## config.mk

```make
export PLATFORM = sky130hd
export DESIGN_NAME = uart_csr_top
export DESIGN_NICKNAME = d
export VERILOG_FILES = /design/src/rtl/uart_csr_pkg.sv /design/src/rtl/uart_csr_ctrl.sv /design/src/rtl/uart_csr_dpath.sv /design/src/rtl/uart_csr_top.sv
export SDC_FILE = /design/constraint.sdc
export NUM_CORES = 1
export LEC_CHECK = 0
export ABC_AREA = 1
export BUFFER_PORTS_ARGS = -buffer_cell sky130_fd_sc_hd__buf_2
export CAP_MARGIN = 20
export CORE_MARGIN = 1
export CORE_UTILIZATION = 30
export CTS_BUF_LIST = sky130_fd_sc_hd__clkbuf_4 sky130_fd_sc_hd__clkbuf_8
export DETAILED_ROUTE_END_ITERATION = 10
export SLEW_MARGIN = 20
export SYNTH_ARGS = -nofsm -noshare
export SYNTH_HDL_FRONTEND = slang
export SYNTH_SLANG_ARGS = --single-unit
```

## constraint.sdc

```tcl
create_clock -name clk -period 2.22 [get_ports clk]
set_clock_uncertainty 0.15 [all_clocks]
set_input_delay 0.444 -clock clk [delete_from_list [all_inputs] [get_ports clk]]
set_output_delay 0.444 -clock clk [all_outputs]
set_load 0.02 [all_outputs]
```

## src/rtl/uart_csr_pkg.sv

```systemverilog
package uart_csr_pkg;
  localparam int NUM_SRC = 10;
  localparam int RAW_LSB = 16;
  localparam int MODEM_W = 6;
  localparam int RXCLR_BIT = 6;
  localparam int TXCLR_BIT = 7;
  localparam int RXTRIG_W = 5;
  localparam int TXTRIG_W = 4;
  localparam int AFC_W = 5;
  // sources whose raw state follows a level instead of a latch
  localparam logic [NUM_SRC-1:0] LEVEL_SRC = 10'b00_0000_0110;

  typedef enum logic [2:0] {
    RG_CTRL = 3'd0, RG_STAT = 3'd1, RG_DATA = 3'd2, RG_MASK = 3'd3,
    RG_CAUSE = 3'd4, RG_TRIG = 3'd5, RG_CSET = 3'd6, RG_CCLR = 3'd7
  } regIdx_e;

  typedef struct packed {
    logic    wrCtrl;
    logic    wrMask;
    logic    wrCause;
    logic    wrTrig;
    logic    wrSet;
    logic    wrClr;
    logic    wrDataFull;
    regIdx_e rdIdx;
  } csrStrobe_t;
endpackage

```

## src/rtl/uart_csr_ctrl.sv

```systemverilog
module uart_csr_ctrl
  import uart_csr_pkg::*;
#(
  parameter int RXCNT_W = 7,
  parameter int TXFREE_W = 5
) (
  input  logic                busSel,
  input  logic                busWrite,
  input  logic [2:0]          busWordAddr,
  input  logic [RXCNT_W-1:0]  rxCount,
  input  logic [TXFREE_W-1:0] txFree,
  output csrStrobe_t          stb,
  output logic                rxPop,
  output logic                txPush
);
  regIdx_e idx;
  logic    wrAcc, rdAcc, rxEmpty, txFull;

  assign idx     = regIdx_e'(busWordAddr);
  assign wrAcc   = busSel & busWrite;
  assign rdAcc   = busSel & ~busWrite;
  assign rxEmpty = (rxCount == '0);
  assign txFull  = (txFree == '0);

  always_comb begin
    stb            = '0;
    stb.rdIdx      = idx;
    stb.wrCtrl     = wrAcc && (idx == RG_CTRL);
    stb.wrMask     = wrAcc && (idx == RG_MASK);
    stb.wrCause    = wrAcc && (idx == RG_CAUSE);
    stb.wrTrig     = wrAcc && (idx == RG_TRIG);
    stb.wrSet      = wrAcc && (idx == RG_CSET);
    stb.wrClr      = wrAcc && (idx == RG_CCLR);
    stb.wrDataFull = wrAcc && (idx == RG_DATA) && txFull;
  end

  assign rxPop  = rdAcc && (idx == RG_DATA) && !rxEmpty;
  assign txPush = wrAcc && (idx == RG_DATA) && !txFull;
endmodule

```

## src/rtl/uart_csr_dpath.sv

```systemverilog
module uart_csr_dpath
  import uart_csr_pkg::*;
#(
  parameter int DATA_W = 32,
  parameter int RXCNT_W = 7,
  parameter int TXFREE_W = 5,
  parameter int CHAR_W = 8,
  parameter int DMA_N = 3
) (
  input  logic                clk,
  input  logic                rstN,
  input  csrStrobe_t          stb,
  input  logic [DATA_W-1:0]   busWdata,
  input  logic [RXCNT_W-1:0]  rxCount,
  input  logic [TXFREE_W-1:0] txFree,
  input  logic [CHAR_W-1:0]   rxData,
  input  logic                txActive,
  input  logic                rxActive,
  input  logic                rxOvfErr,
  input  logic                parityErr,
  input  logic                framingErr,
  input  logic                breakDet,
  input  logic                ctsIn,
  input  logic                dtrIn,
  input  logic                clkOn,
  input  logic                tmoEvt,
  input  logic                lineEvt,
  input  logic [DMA_N-1:0]    dmaEvt,
  output logic [DATA_W-1:0]   busRdata,
  output logic [DATA_W-1:0]   ctrlWord,
  output logic [MODEM_W-1:0]  modemOut,
  output logic                rxFifoClr,
  output logic                txFifoClr,
  output logic                rtsOut,
  output logic [NUM_SRC-1:0]  causeRaw,
  output logic [NUM_SRC-1:0]  maskCur
);
  localparam int TXFREE_LSB = 8;
  localparam int FLOW_BIT   = 23;
  localparam int RTS_BIT    = 5;

  logic [DATA_W-1:0]   ctrlReg;
  logic [NUM_SRC-1:0]  maskReg;
  logic [RXTRIG_W-1:0] rxTrig;
  logic [TXTRIG_W-1:0] txTrig;
  logic [AFC_W-1:0]    afcLvl;
  logic [MODEM_W-1:0]  cmdReg;
  logic rxClrQ, txClrQ, txOvfQ, ctsQ, dtrQ;

  always_ff @(posedge clk) begin
    if (!rstN) begin
      ctrlReg <= '0;
      maskReg <= '0;
      rxTrig  <= '0;
      txTrig  <= '0;
      afcLvl  <= '0;
      cmdReg  <= '0;
      rxClrQ  <= 1'b0;
      txClrQ  <= 1'b0;
      txOvfQ  <= 1'b0;
      ctsQ    <= 1'b0;
      dtrQ    <= 1'b0;
    end else begin
      if (stb.wrCtrl) ctrlReg <= busWdata;
      if (stb.wrMask) maskReg <= busWdata[NUM_SRC-1:0];
      if (stb.wrTrig) begin
        rxTrig <= busWdata[RXTRIG_W-1:0];
        txTrig <= busWdata[8 +: TXTRIG_W];
        afcLvl <= busWdata[16 +: AFC_W];
      end
      if (stb.wrSet)      cmdReg <= cmdReg | busWdata[MODEM_W-1:0];
      else if (stb.wrClr) cmdReg <= cmdReg & ~busWdata[MODEM_W-1:0];
      rxClrQ <= stb.wrSet & busWdata[RXCLR_BIT];
      txClrQ <= stb.wrSet & busWdata[TXCLR_BIT];
      txOvfQ <= (txOvfQ & ~txClrQ) | stb.wrDataFull;
      ctsQ   <= ctsIn;
      dtrQ   <= dtrIn;
    end
  end

  // threshold sources
  logic rxAvail, txNeed;
  assign rxAvail = (rxCount != '0) && (rxCount >= RXCNT_W'(rxTrig));
  assign txNeed  = (txFree >= TXFREE_W'(txTrig));

  logic [NUM_SRC-1:0] evtVec;
  assign evtVec = {dtrQ & ~dtrIn, ~dtrQ & dtrIn, dmaEvt, lineEvt, tmoEvt,
                   txNeed, rxAvail, ctsIn ^ ctsQ};

  for (genvar s = 0; s < NUM_SRC; s++) begin : g_src
    if (LEVEL_SRC[s]) begin : g_level
      assign causeRaw[s] = evtVec[s];
    end else begin : g_latch
      logic held;
      logic clrHit;
      assign clrHit = stb.wrCause & (busWdata[s] | busWdata[RAW_LSB + s]);
      always_ff @(posedge clk) begin
        if (!rstN) held <= 1'b0;
        else       held <= (held & ~clrHit) | evtVec[s];
      end
      assign causeRaw[s] = held;
    end
  end

  // read mux
  logic [DATA_W-1:0] statWord, causeWord;
  always_comb begin
    statWord = '0;
    statWord[RXCNT_W-1:0] = rxCount;
    statWord[TXFREE_LSB +: TXFREE_W] = txFree;
    statWord[14] = txActive;
    statWord[15] = rxActive;
    statWord[16] = rxOvfErr;
    statWord[17] = txOvfQ;
    statWord[18] = parityErr;
    statWord[19] = framingErr;
    statWord[20] = breakDet;
    statWord[25] = ctsIn;
    statWord[31] = clkOn;
    causeWord = '0;
    causeWord[NUM_SRC-1:0] = causeRaw & maskReg;
    causeWord[RAW_LSB +: NUM_SRC] = causeRaw;
  end

  always_comb begin
    busRdata = '0;
    unique case (stb.rdIdx)
      RG_CTRL:  busRdata = ctrlReg;
      RG_STAT:  busRdata = statWord;
      RG_DATA:  busRdata[CHAR_W-1:0] = rxData;
      RG_MASK:  busRdata[NUM_SRC-1:0] = maskReg;
      RG_CAUSE: busRdata = causeWord;
      RG_TRIG: begin
        busRdata[RXTRIG_W-1:0] = rxTrig;
        busRdata[8 +: TXTRIG_W] = txTrig;
        busRdata[16 +: AFC_W] = afcLvl;
      end
      RG_CSET, RG_CCLR: busRdata[MODEM_W-1:0] = cmdReg;
      default: busRdata = '0;
    endcase
  end

  assign ctrlWord  = ctrlReg;
  assign modemOut  = cmdReg;
  assign rxFifoClr = rxClrQ;
  assign txFifoClr = txClrQ;
  assign maskCur   = maskReg;
  assign rtsOut    = cmdReg[RTS_BIT] &
                     ~(ctrlReg[FLOW_BIT] & (rxCount >= RXCNT_W'(afcLvl)));
endmodule

```

## src/rtl/uart_csr_top.sv

```systemverilog
module uart_csr_top
  import uart_csr_pkg::*;
#(
  parameter int DATA_W = 32,
  parameter int RXCNT_W = 7,
  parameter int TXFREE_W = 5,
  parameter int CHAR_W = 8,
  parameter int DMA_N = 3
) (
  input  logic                clk,
  input  logic                rstN,
  input  logic                busSel,
  input  logic                busWrite,
  input  logic [2:0]          busWordAddr,
  input  logic [DATA_W-1:0]   busWdata,
  output logic [DATA_W-1:0]   busRdata,
  input  logic [RXCNT_W-1:0]  rxCount,
  input  logic [TXFREE_W-1:0] txFree,
  input  logic [CHAR_W-1:0]   rxData,
  input  logic                txActive,
  input  logic                rxActive,
  input  logic                rxOvfErr,
  input  logic                parityErr,
  input  logic                framingErr,
  input  logic                breakDet,
  input  logic                ctsIn,
  input  logic                dtrIn,
  input  logic                clkOn,
  input  logic                tmoEvt,
  input  logic                lineEvt,
  input  logic [DMA_N-1:0]    dmaEvt,
  output logic                rxPop,
  output logic                txPush,
  output logic [CHAR_W-1:0]   txData,
  output logic                rxFifoClr,
  output logic                txFifoClr,
  output logic [DATA_W-1:0]   ctrlWord,
  output logic                riOut,
  output logic                dcdOut,
  output logic                dsrOut,
  output logic                txBreak,
  output logic                txFinishWait,
  output logic                rtsOut,
  output logic                irqOut
);
  csrStrobe_t         stb;
  logic [MODEM_W-1:0] modemOut;
  logic [NUM_SRC-1:0] causeRaw, maskCur;

  uart_csr_ctrl #(.RXCNT_W(RXCNT_W), .TXFREE_W(TXFREE_W)) ctrl_i (
    .busSel(busSel), .busWrite(busWrite), .busWordAddr(busWordAddr),
    .rxCount(rxCount), .txFree(txFree), .stb(stb),
    .rxPop(rxPop), .txPush(txPush)
  );

  uart_csr_dpath #(.DATA_W(DATA_W), .RXCNT_W(RXCNT_W), .TXFREE_W(TXFREE_W),
                   .CHAR_W(CHAR_W), .DMA_N(DMA_N)) dpath_i (
    .clk(clk), .rstN(rstN), .stb(stb), .busWdata(busWdata),
    .rxCount(rxCount), .txFree(txFree), .rxData(rxData),
    .txActive(txActive), .rxActive(rxActive), .rxOvfErr(rxOvfErr),
    .parityErr(parityErr), .framingErr(framingErr), .breakDet(breakDet),
    .ctsIn(ctsIn), .dtrIn(dtrIn), .clkOn(clkOn), .tmoEvt(tmoEvt),
    .lineEvt(lineEvt), .dmaEvt(dmaEvt), .busRdata(busRdata),
    .ctrlWord(ctrlWord), .modemOut(modemOut), .rxFifoClr(rxFifoClr),
    .txFifoClr(txFifoClr), .rtsOut(rtsOut), .causeRaw(causeRaw),
    .maskCur(maskCur)
  );

  assign txData       = busWdata[CHAR_W-1:0];
  assign riOut        = modemOut[0];
  assign dcdOut       = modemOut[1];
  assign dsrOut       = modemOut[2];
  assign txBreak      = modemOut[3];
  assign txFinishWait = modemOut[4];
  assign irqOut       = |(causeRaw & maskCur);
endmodule

```

==> key figures <==
Status
  • Status: complete, but fails checks
  • Failing checks: negative setup slack

Placed design
  • Place WS: -130 ps
  • Routability congestion estimate from global placement: 0.875
  • Hpwl dp: between 10 and 15 mm
  • Dpl cells: between 900 and 1000
  • Port Buffers: between 150 and 200

CTS
  • Worst-skew pair later-pin latency: approximately 360 ps
  • Reg clk slew, reported paths: approximately 80 ps
  • Clock H-tree levels: 3
  • Hold-fix buffers, CTS: 0
  • CTS Sinks: 75
  • Cts bufs inserted: 9
  • Clk root buf: clkbuf_8
  • Clock Path Buffers: 2
  • CTS tree: built

Synth
  • Cell taking the most area after synthesis: dfxtp_1
  • Synthesized net count: approximately 650
  • Number of synthesized flops with an enable pin: 0
  • Ys flop type: dfxtp_1
  • Post-synth cell types: 33
  • Yosys reg bits: 75
  • Seq/Total Area, Yosys: 0.384
  • Post-Syn Instances: 560
  • Synth area leaders: dfxtp_1 (38%), nand2_1 (10%), o21ai_0 (9.8%)
  • Top-area cell type share of the netlist area: 0.384
  • Avg Cell Area, Syn: ~7.0 um2
  • Synthesized area: a little under 4000 um2
  • Async SR Flop Fraction: 0
  • YS warnings: 0

Final layout
  • Fin cells: a little over 900
  • Area grow syn2layout: 48.8%
  • Core Util, Final: 0.460
  • N_diodes: 0
  • # nets final: 844
  • Share of cells above drive strength 1: 0.409
  • Filler cells: approximately 1300
  • Most frequent cells in the layout: buf_2 (143), nand2_1 (102), o21ai_0 (75), a21oi_1 (70), dfxtp_1 (65)
  • Most common cell after layout, fill and taps aside: buf_2

Power and ir drop
  • Power consumption: between 0.003 and 0.004 W
  • Maximum vdd drop: roughly 0.25 mV
  • Pwr per Cell Area: between 500 and 600 nW/um2
  • Pleak: about 2.7 nW

Route
  • Antenna Nets Post-Route: 0
  • Post-DR wirelength/cell: around 15 um
  • Via count: between 4000 and 5000
  • Drt first pass iters: 5
  • Residual DRC count: 0
  • Initial DRC count: 349
  • Final WL: around 14 mm
  • Routed vias/inst: approximately 4.8

Timing
  • Fmax: ~430 MHz
  • Max transition margin: 0.464
  • Tmin final: approximately 2300 ps
  • Final Max Slew Viols: 0
  • Final period utilization: 1.04
  • Worst slew pin tran: 803 ps
  • Setup slack after layout: -94.2 ps
  • Hold Fails Final Rpt: 0
  • Unrepaired setup endpoints after global routing: yes
  • Final setup vio count: 6

Floorplanning
  • Std-Cell Rows: 41
  • Starting Density: 0.309
  • Die Wd: ~120 um
  • IO Pins: 156
  • DIE AREA: between 10000 and 15000 um2
  • Die Y: 116 um
  • Core Region: ~13000 um2

Setup path
  • Crit start category: flip-flop
  • Crit path DAT: roughly 1700 ps
  • Max FO, Critical Path: 3
  • Worst Setup End Kind: output pin
  • CP Class: flip-flop to output pin
  • Worst path required time: approximately 1600 ps

GRT
  • Vias in the first global route: ~4000
  • GRT overflow: 0
  • GRT Total Usage: 0.213
  • Pin count of the biggest net entering global routing: 54
  • Global-route wire length before repair: approximately 22 mm
  • Initial antenna violation count: 0

Job
  • Max-cap violations: 0

Hold path
  • Min-delay worst type: primary input to flip-flop
==> worst max-delay path, cell delays in order, from the launching register on <==
cell and delay (ps):
dfxtp_2 330, inv_2 80, ha_4 210, a21oi_2 110, o21ai_1 70, nand4_1 110, nand3_2 100, a21boi_2 190
buf_4 170
==> cells by family after synthesis <==
family / count (synthesis) / synth area share
AOI/OAI and AO/OA: 175 / 0.239
buffers and inverters: 114 / 0.126
DFF: 75 / 0.384
and+or+nand+nor: 181 / 0.205
xor gates and xnor gates: 1 / 0.00224
adders and majority gates: 14 / 0.0448
==> per-layer routing <==
layer | wire length (um) | GRT usage | up-vias
li1 | - | - | 2252
met1 | 6730 | 0.291 | 2072
met2 | 6450 | 0.334 | 138
met3 | 812 | 0.0400 | 19
met4 | 294 | 0.0709 | 0
met5 | 0 | 0 | -
==> final cells by class <==
cell class	instances	area [um2]	share of cell area
multi-input cells	371	2190	0.375
clock inverters	4	97.6	0.0168
well taps	172	215	0.0369
inverters	83	318	0.0546
flip-flops and latches	75	1510	0.260
repair buffers	217	1340	0.231
clock buffers	11	151	0.0260
==> final timing paths <==
kind                                  startpoint                                        to  slack [ps]  cells after the start
setup / recovery  dpath_i.afcLvl[2]$_SDFFE_PN0P_                                    rtsOut         -90                      8
setup reg to reg  dpath_i.rxTrig[0]$_SDFFE_PN0P_            dpath_i.rxTrig[0]$_SDFFE_PN0P_        1300                      3
hold / removal                         dmaEvt[1]  dpath_i.g_src[6].g_latch.held$_SDFF_PN0_         130                      3
hold reg to reg          dpath_i.dtrQ$_SDFF_PN0_  dpath_i.g_src[8].g_latch.held$_SDFF_PN0_         300                      1
==> report_power, final <==
| part | leakage [nW] | internal, W | switching [W] | total, W |
|---|---|---|---|---|
| registers | 0.614 | 0.00138 | 0.0000230 | 0.00140 |
| clock network | 0.122 | 0.000802 | 0.000531 | 0.00133 |
| logic | 1.97 | 0.000241 | 0.000335 | 0.000576 |
| total | 2.71 | 0.00242 | 0.000888 | 0.00331 |
==> synth_stat cells (3+ instances only) <==
library cell  number
a21oi_1           76
nand4_1            9
nor2_1            31
nor2_4             3
o22ai_1            4
o21ai_0           77
nand2_1          107
nand3_2            3
nor3_1             4
ha_1              14
nand3_1           17
dfxtp_1           75
a22oi_1            3
clkbuf_1          10
o2111ai_1          5
o211ai_1           3
inv_2              5
inv_1             78
buf_2              9
buf_4             10
==> repair_timing <==
item,CTS,global route
pin swaps,12,23
buffers inserted,5,5
hold endpoints to repair,0,0
resized for setup,50,38
endpoints found under the setup margin,8,15
==> through the flow <==
stage / setup TNS [ps] / hold slack [ps] / cell area, um2
after floorplan: 0 / 273 / 3920
after global placement: -392 / 285 / 5170
after detailed placement: -489 / 301 / 5170
after CTS: -504 / 126 / 5660
after global routing: -907 / 121 / 5830
final: -417 / 128 / 5830
==> flip-flops by register name, summed over array words and instances (netlist names), named ones only <==
name                        cells
dpath_i.afcLvl                  5
dpath_i.ctrlWord               32
dpath_i.ctsQ                    1
dpath_i.dtrQ                    1
dpath_i.g_src.g_latch.held      8
dpath_i.maskCur                10
dpath_i.rxFifoClr               1
dpath_i.rxTrig                  5
dpath_i.txFifoClr               1
dpath_i.txOvfQ                  1
dpath_i.txTrig                  4
Note: power is estimated with default switching activity, not from simulation.
